--- src/rtl/phy_cr_pkg.sv ---
package phy_cr_pkg;
  // strobe code doubles as its bit index in the one-hot strobe vector
  typedef enum logic [1:0] {
    STB_CAP_ADDR = 2'd0,
    STB_CAP_DATA = 2'd1,
    STB_READ     = 2'd2,
    STB_WRITE    = 2'd3
  } stb_e;

  typedef enum logic [1:0] {
    STEP_ADDR   = 2'd0,
    STEP_DATA   = 2'd1,
    STEP_COMMIT = 2'd2,
    STEP_READ   = 2'd3
  } step_e;
endpackage

--- src/rtl/phy_cr_sync.sv ---
module phy_cr_sync #(
  parameter int unsigned STAGES = 2
) (
  input  logic clk_i,
  input  logic rst_ni,
  input  logic d_i,
  output logic q_o
);
  logic [STAGES-1:0] sh_q;

  always_ff @(posedge clk_i or negedge rst_ni) begin
    if (!rst_ni) sh_q <= '0;
    else         sh_q <= {sh_q[STAGES-2:0], d_i};
  end

  assign q_o = sh_q[STAGES-1];
endmodule

--- src/rtl/phy_cr_timer.sv ---
module phy_cr_timer #(
  parameter int unsigned POLL_CYCLES   = 1,
  parameter int unsigned TIMEOUT_POLLS = 100
) (
  input  logic clk_i,
  input  logic rst_ni,
  input  logic load_i,
  output logic expired_o
);
  localparam int unsigned PRE_W = $clog2(POLL_CYCLES + 1);
  localparam int unsigned CNT_W = $clog2(TIMEOUT_POLLS + 1);
  localparam logic [PRE_W-1:0] PRE_LAST = PRE_W'(POLL_CYCLES - 1);
  localparam logic [CNT_W-1:0] CNT_LAST = CNT_W'(TIMEOUT_POLLS);

  logic [PRE_W-1:0] pre_q;
  logic [CNT_W-1:0] cnt_q;

  always_ff @(posedge clk_i or negedge rst_ni) begin
    if (!rst_ni) begin
      pre_q <= '0;
      cnt_q <= '0;
    end else if (load_i) begin
      pre_q <= '0;
      cnt_q <= '0;
    end else if (cnt_q != CNT_LAST) begin
      if (pre_q == PRE_LAST) begin
        pre_q <= '0;
        cnt_q <= cnt_q + 1'b1;
      end else begin
        pre_q <= pre_q + 1'b1;
      end
    end
  end

  assign expired_o = (cnt_q == CNT_LAST);
endmodule

--- src/rtl/phy_cr_hs.sv ---
module phy_cr_hs
  import phy_cr_pkg::*;
#(
  parameter int unsigned DATA_W        = 16,
  parameter int unsigned POLL_CYCLES   = 1,
  parameter int unsigned TIMEOUT_POLLS = 100
) (
  input  logic              clk_i,
  input  logic              rst_ni,
  input  logic              start_i,
  input  stb_e              stb_i,
  input  logic [DATA_W-1:0] data_i,
  input  logic              ack_i,
  output logic [DATA_W+3:0] port_o,
  output logic              ack_hi_o,
  output logic              done_o,
  output logic              tmo_o,
  output logic              tmo_phase_o
);
  typedef enum logic [1:0] {HS_IDLE, HS_SETUP, HS_ASSERT, HS_RELEASE} hs_e;

  hs_e               state_q;
  stb_e              stb_q;
  logic [DATA_W-1:0] data_q;
  logic              done_q, tmo_q, phase_q;
  logic              load, expired;
  logic [3:0]        stb_vec;

  assign load = (state_q == HS_SETUP) || (state_q == HS_ASSERT && ack_i);

  phy_cr_timer #(
    .POLL_CYCLES  (POLL_CYCLES),
    .TIMEOUT_POLLS(TIMEOUT_POLLS)
  ) i_timer (
    .clk_i    (clk_i),
    .rst_ni   (rst_ni),
    .load_i   (load),
    .expired_o(expired)
  );

  always_ff @(posedge clk_i or negedge rst_ni) begin
    if (!rst_ni) begin
      state_q <= HS_IDLE;
      stb_q   <= STB_CAP_ADDR;
      data_q  <= '0;
      done_q  <= 1'b0;
      tmo_q   <= 1'b0;
      phase_q <= 1'b0;
    end else begin
      done_q <= 1'b0;
      unique case (state_q)
        HS_IDLE: if (start_i) begin
          data_q  <= data_i;
          stb_q   <= stb_i;
          state_q <= HS_SETUP;
        end
        HS_SETUP: state_q <= HS_ASSERT;
        HS_ASSERT: begin
          if (ack_i) begin
            state_q <= HS_RELEASE;
          end else if (expired) begin
            state_q <= HS_IDLE;
            done_q  <= 1'b1;
            tmo_q   <= 1'b1;
            phase_q <= 1'b0;
          end
        end
        HS_RELEASE: begin
          if (!ack_i) begin
            state_q <= HS_IDLE;
            done_q  <= 1'b1;
            tmo_q   <= 1'b0;
            phase_q <= 1'b0;
          end else if (expired) begin
            state_q <= HS_IDLE;
            done_q  <= 1'b1;
            tmo_q   <= 1'b1;
            phase_q <= 1'b1;
          end
        end
        default: state_q <= HS_IDLE;
      endcase
    end
  end

  assign stb_vec     = (state_q == HS_ASSERT) ? (4'b0001 << stb_q) : 4'b0000;
  assign port_o      = {stb_vec[3], stb_vec[2], data_q, stb_vec[1], stb_vec[0]};
  assign ack_hi_o    = (state_q == HS_ASSERT) && ack_i;
  assign done_o      = done_q;
  assign tmo_o       = tmo_q;
  assign tmo_phase_o = phase_q;
endmodule

--- src/rtl/phy_cr_master.sv ---
module phy_cr_master
  import phy_cr_pkg::*;
#(
  parameter int unsigned DATA_W        = 16,
  parameter int unsigned POLL_CYCLES   = 1,
  parameter int unsigned TIMEOUT_POLLS = 100,
  parameter int unsigned SYNC_STAGES   = 2
) (
  input  logic              clk_i,
  input  logic              rst_ni,
  input  logic              req_i,
  input  logic              write_i,
  input  logic [DATA_W-1:0] addr_i,
  input  logic [DATA_W-1:0] wdata_i,
  output logic              busy_o,
  output logic              done_o,
  output logic              err_o,
  output logic [1:0]        err_step_o,
  output logic              err_phase_o,
  output logic [DATA_W-1:0] rdata_o,
  output logic [DATA_W+3:0] cr_port_o,
  input  logic [DATA_W:0]   cr_ret_i
);
  typedef enum logic [2:0] {T_IDLE, T_ADDR, T_DATA, T_COMMIT, T_READ} seq_e;

  seq_e              state_q;
  logic              we_q;
  logic [DATA_W-1:0] addr_q, wdata_q, rdata_q;
  logic              done_q, err_q, phase_q;
  step_e             step_q;

  logic              ack_sync;
  logic              accept;
  logic              hs_start, hs_ack_hi, hs_done, hs_tmo, hs_phase;
  stb_e              hs_stb;
  logic [DATA_W-1:0] hs_data;
  step_e             cur_step;

  phy_cr_sync #(.STAGES(SYNC_STAGES)) i_ack_sync (
    .clk_i (clk_i),
    .rst_ni(rst_ni),
    .d_i   (cr_ret_i[0]),
    .q_o   (ack_sync)
  );

  phy_cr_hs #(
    .DATA_W       (DATA_W),
    .POLL_CYCLES  (POLL_CYCLES),
    .TIMEOUT_POLLS(TIMEOUT_POLLS)
  ) i_hs (
    .clk_i      (clk_i),
    .rst_ni     (rst_ni),
    .start_i    (hs_start),
    .stb_i      (hs_stb),
    .data_i     (hs_data),
    .ack_i      (ack_sync),
    .port_o     (cr_port_o),
    .ack_hi_o   (hs_ack_hi),
    .done_o     (hs_done),
    .tmo_o      (hs_tmo),
    .tmo_phase_o(hs_phase)
  );

  assign accept = (state_q == T_IDLE) && req_i;

  always_comb begin
    hs_start = 1'b0;
    hs_stb   = STB_CAP_ADDR;
    hs_data  = addr_i;
    if (accept) begin
      hs_start = 1'b1;
    end else if (hs_done && !hs_tmo) begin
      unique case (state_q)
        T_ADDR: begin
          hs_start = 1'b1;
          hs_stb   = we_q ? STB_CAP_DATA : STB_READ;
          hs_data  = we_q ? wdata_q : addr_q;
        end
        T_DATA: begin
          hs_start = 1'b1;
          hs_stb   = STB_WRITE;
          hs_data  = wdata_q;
        end
        default: ;
      endcase
    end
  end

  always_comb begin
    unique case (state_q)
      T_DATA:   cur_step = STEP_DATA;
      T_COMMIT: cur_step = STEP_COMMIT;
      T_READ:   cur_step = STEP_READ;
      default:  cur_step = STEP_ADDR;
    endcase
  end

  always_ff @(posedge clk_i or negedge rst_ni) begin
    if (!rst_ni) begin
      state_q <= T_IDLE;
      we_q    <= 1'b0;
      addr_q  <= '0;
      wdata_q <= '0;
      rdata_q <= '0;
      done_q  <= 1'b0;
      err_q   <= 1'b0;
      phase_q <= 1'b0;
      step_q  <= STEP_ADDR;
    end else begin
      done_q <= 1'b0;
      err_q  <= 1'b0;
      if (accept) begin
        state_q <= T_ADDR;
        we_q    <= write_i;
        addr_q  <= addr_i;
        wdata_q <= wdata_i;
      end else if (hs_done) begin
        if (hs_tmo) begin
          state_q <= T_IDLE;
          done_q  <= 1'b1;
          err_q   <= 1'b1;
          step_q  <= cur_step;
          phase_q <= hs_phase;
        end else begin
          unique case (state_q)
            T_ADDR: state_q <= we_q ? T_DATA : T_READ;
            T_DATA: state_q <= T_COMMIT;
            default: begin
              state_q <= T_IDLE;
              done_q  <= 1'b1;
              step_q  <= STEP_ADDR;
              phase_q <= 1'b0;
            end
          endcase
        end
      end
      if (hs_ack_hi && state_q == T_READ) rdata_q <= cr_ret_i[DATA_W:1];
    end
  end

  assign busy_o      = (state_q != T_IDLE);
  assign done_o      = done_q;
  assign err_o       = err_q;
  assign err_step_o  = step_q;
  assign err_phase_o = phase_q;
  assign rdata_o     = rdata_q;
endmodule

--- config.mk ---
export PLATFORM = sky130hd
export DESIGN_NAME = phy_cr_master
export DESIGN_NICKNAME = d
export VERILOG_FILES = /design/src/rtl/phy_cr_pkg.sv /design/src/rtl/phy_cr_sync.sv /design/src/rtl/phy_cr_timer.sv /design/src/rtl/phy_cr_hs.sv /design/src/rtl/phy_cr_master.sv
export SDC_FILE = /design/constraint.sdc
export NUM_CORES = 1
export LEC_CHECK = 0
export CORE_UTILIZATION = 49
export DETAILED_ROUTE_END_ITERATION = 7
export GPL_ROUTABILITY_DRIVEN = 0
export PLACE_DENSITY = 0.85
export SKIP_CTS_REPAIR_TIMING = 1
export SLEW_MARGIN = 25
export SYNTH_ARGS = -nofsm -noshare
export SYNTH_HDL_FRONTEND = slang
export SYNTH_SLANG_ARGS = --single-unit
--- constraint.sdc ---
create_clock -name clk_i -period 2.25 [get_ports clk_i]
set_input_delay 0.225 -clock clk_i [delete_from_list [all_inputs] [get_ports clk_i]]
set_output_delay 0.225 -clock clk_i [all_outputs]
set_load 0.1 [all_outputs]
==> impl_metrics.yaml <==
run_status:
  status: "finished, final reports clean"
routing:
  avgViaCountPerCell: 5.28
  firstDrtPassIters: 5
  drtIter0Drc: 296
  vias: 2677
  wire_per_inst_um: 15.7
  postRouteAntennaNets: 0
  drt-total-wl_mm: 7.95
  remaining_drc_errors: 0
timing:
  period_needed_ps: 1900
  timing.slew.headroom: 0.665
  rsz0062_at_grt: "no"
  max_freq_ghz: 0.527
  finClkSkew_ps: 10.4
  maxSlewViolCount: 0
  tightest_slew_ps: 503
  finalSetupViolations: 0
  post-route-period-util: 0.843
  holdWs_ps: 315
  hold_viol_final: 0
  setup_tns_ps: 0
cells_and_area:
  nFillCells: 607
  layout_common_cells: "dfrtp_1, mux2_2, clkdlybuf4s50_1"
  fin_util: 0.666
  drive_above_1_share: 0.331
  final_common_cell: "dfrtp_1"
  area_delta_synth_final_pct: 31.7
  fin_nets: 455
  num_antenna_cells: 0
  fin_cells: 507
hold_path:
  whs_path_depth: 1
  hold_path_startpoint: "cr_ret_i[0]"
  hold_path.class: "input pin to flip-flop"
floorplan:
  die_h_um: 91.1
  initial_utilization: 0.506
  core_sq_mm: 0.00769
  rows: 32
  num_io_pins: 95
  dieArea_sq_mm: 0.00829
  fp.dieW_um: 91.1
power_and_ir_drop:
  p_per_area_mw_per_mm2: 592
  p_clk_frac: 0.341
  switchingPower_uw: 775
  power_frac_comb: 0.108
  swShare: 0.256
  p_int_uw: 2250
  power_leakage_uw: 0.00236
  power_uw: 3030
  peakVddDrop_uv: 457
  p_seq_frac: 0.551
logic_synthesis:
  synth-compound-area-share: 0.0801
  syn_area_per_cell_sq_um: 13.0
  seq_area_frac_synth: 0.573
  ys_ff_latch: 89
  synth_edf_count: 0
  synth_top_family_by_area: "multiplexers"
  ys.flop_type: "dfrtp_1"
  syn-num-nets: 353
  yosys.area_share.adder: 0.00644
  ys_async_sr_fraction: 1.00
  yosysWarningCount: 0
  synth_area_sq_mm: 0.00389
  yosys.area_share.simple: 0.0869
  muxShareOfSynthArea: 0.197
  yosysUniqueCellTypes: 40
  synth-xor-area-share: 0.0113
  syn_inst: 298
setup_path:
  max_stage_delay_ps: 530
  crit_buf_inv: 1
  critical_path.top_delay_family: "simple AND/OR/NAND/NOR gates"
  path_max_fanout: 18
  r2r_start: "i_hs.done_o"
  r2r_cells: 5
  path_cells: "inv_2, or3_4, nor2_4, a222oi_1, mux2i_1"
  worstPathRequired_ps: 2520
  cp-start-kind: "flip-flop"
  slowest_stage: "dfrtp_1"
  critical_path_depth: 5
  crit_type: "flip-flop to flip-flop"
  r2r_slack_ps: 350
  cp-startpoint: "i_hs.done_o"
  arrival_ps: 2160
  end_kind: "flip-flop"
grt:
  grt_pass1_vias: 2778
  grt_overflow: 0
  grt_max_degree: 40
  grt.total_usage: 0.208
  grt_pass1_wl_mm: 13.6
  antenna_found_initial: 0
clocking:
  clkLatencyLatePin_ps: 350
  tritoncts: "built"
  clkSinkCount: 89
  cts-root-buf: "clkbuf_8"
  cts_made_buffers: 9
  cts.clk_slew.worst_paths_ps: 90
  clk_path_buf_depth: 2
  htree_levels: 3
place:
  placement.io_buffers: 94
  placed_cells: 490
  hpwl_mm: 5.51
job:
  cap_violations: 0
[area by class of cell]
type	instances	area (sq um)	share of cell area
Sequential cell	89	2230	0.435
Multi-Input combinational cell	171	1490	0.292
Timing Repair Buffer	104	986	0.193
Clock buffer	11	151	0.0296
Tap cell	102	128	0.0249
Inverter	25	93.8	0.0183
Clock inverter	5	38.8	0.00758
[cells by family after synthesis]
logic type | Yosys count
xor+xnor | 5
simple gates | 56
buf+inv | 38
compound gates | 38
flops | 89
mux | 70
fa+ha+maj | 2
[state kept, by name, summed over array words and instances (netlist names)]
| name | count |
|---|---|
| addr_q | 16 |
| done_o | 1 |
| err_o | 1 |
| err_phase_o | 1 |
| err_step_o | 2 |
| i_ack_sync.sh_q | 2 |
| i_hs.data_q | 16 |
| i_hs.done_o | 1 |
| i_hs.i_timer.cnt_q | 7 |
| i_hs.state_q | 2 |
| i_hs.stb_q | 2 |
| i_hs.tmo_o | 1 |
| i_hs.tmo_phase_o | 1 |
| rdata_o | 16 |
| state_q | 3 |
| wdata_q | 16 |
| we_q | 1 |
[power by group through the flow]
stage	registers, uW	clock network (uW)	logic (uW)
floorplan	1800	0	54.8
global placement	1700	0	322
detailed placement	1700	0	327
CTS	1670	1060	328
global route	1680	1130	346
finish	1670	1030	326
[worst paths after layout]
kind,to
setup / recovery,i_hs.data_q[8]
hold / removal,i_ack_sync.sh_q[0]
setup reg to reg,i_hs.data_q[8]
hold reg to reg,i_ack_sync.sh_q[1]
max in group asynchronous,addr_q[0]
min in group asynchronous,wdata_q[1]
[per-stage QoR]
stage	setup WS, ps	instance area [sq um]
final	354	5120
after global routing	225	5120
after floorplan	41.7	3900
after CTS	362	5110
after detailed placement	368	4920
after global placement	423	4920
[per-layer routing]
layer	part of all wire	global-route usage	wire [um]
met3	0.071	0.0477	565
met1	0.43	0.279	3410
met4	0.0082	0.0780	65
met5	0	0	0
met2	0.49	0.331	3910
[Yosys cell counts (3+ instances only)]
cell type	count	area, sq um
a21o_1	3	22.5
nand2_1	11	41.3
inv_1	24	90.1
a222oi_1	16	160
mux2i_1	18	180
nor2_1	17	63.8
nor3b_1	3	22.5
nand4_1	3	18.8
a31oi_1	3	18.8
mux2_2	52	586
buf_2	9	45.0
xnor2_1	3	26.3
nor3_1	3	15.0
dfrtp_1	89	2230
a21oi_1	4	20.0
nor2b_1	3	18.8
nand2b_1	3	18.8
o21ai_0	5	25.0
No activity file was read; power rests on OpenSTA's default activity.
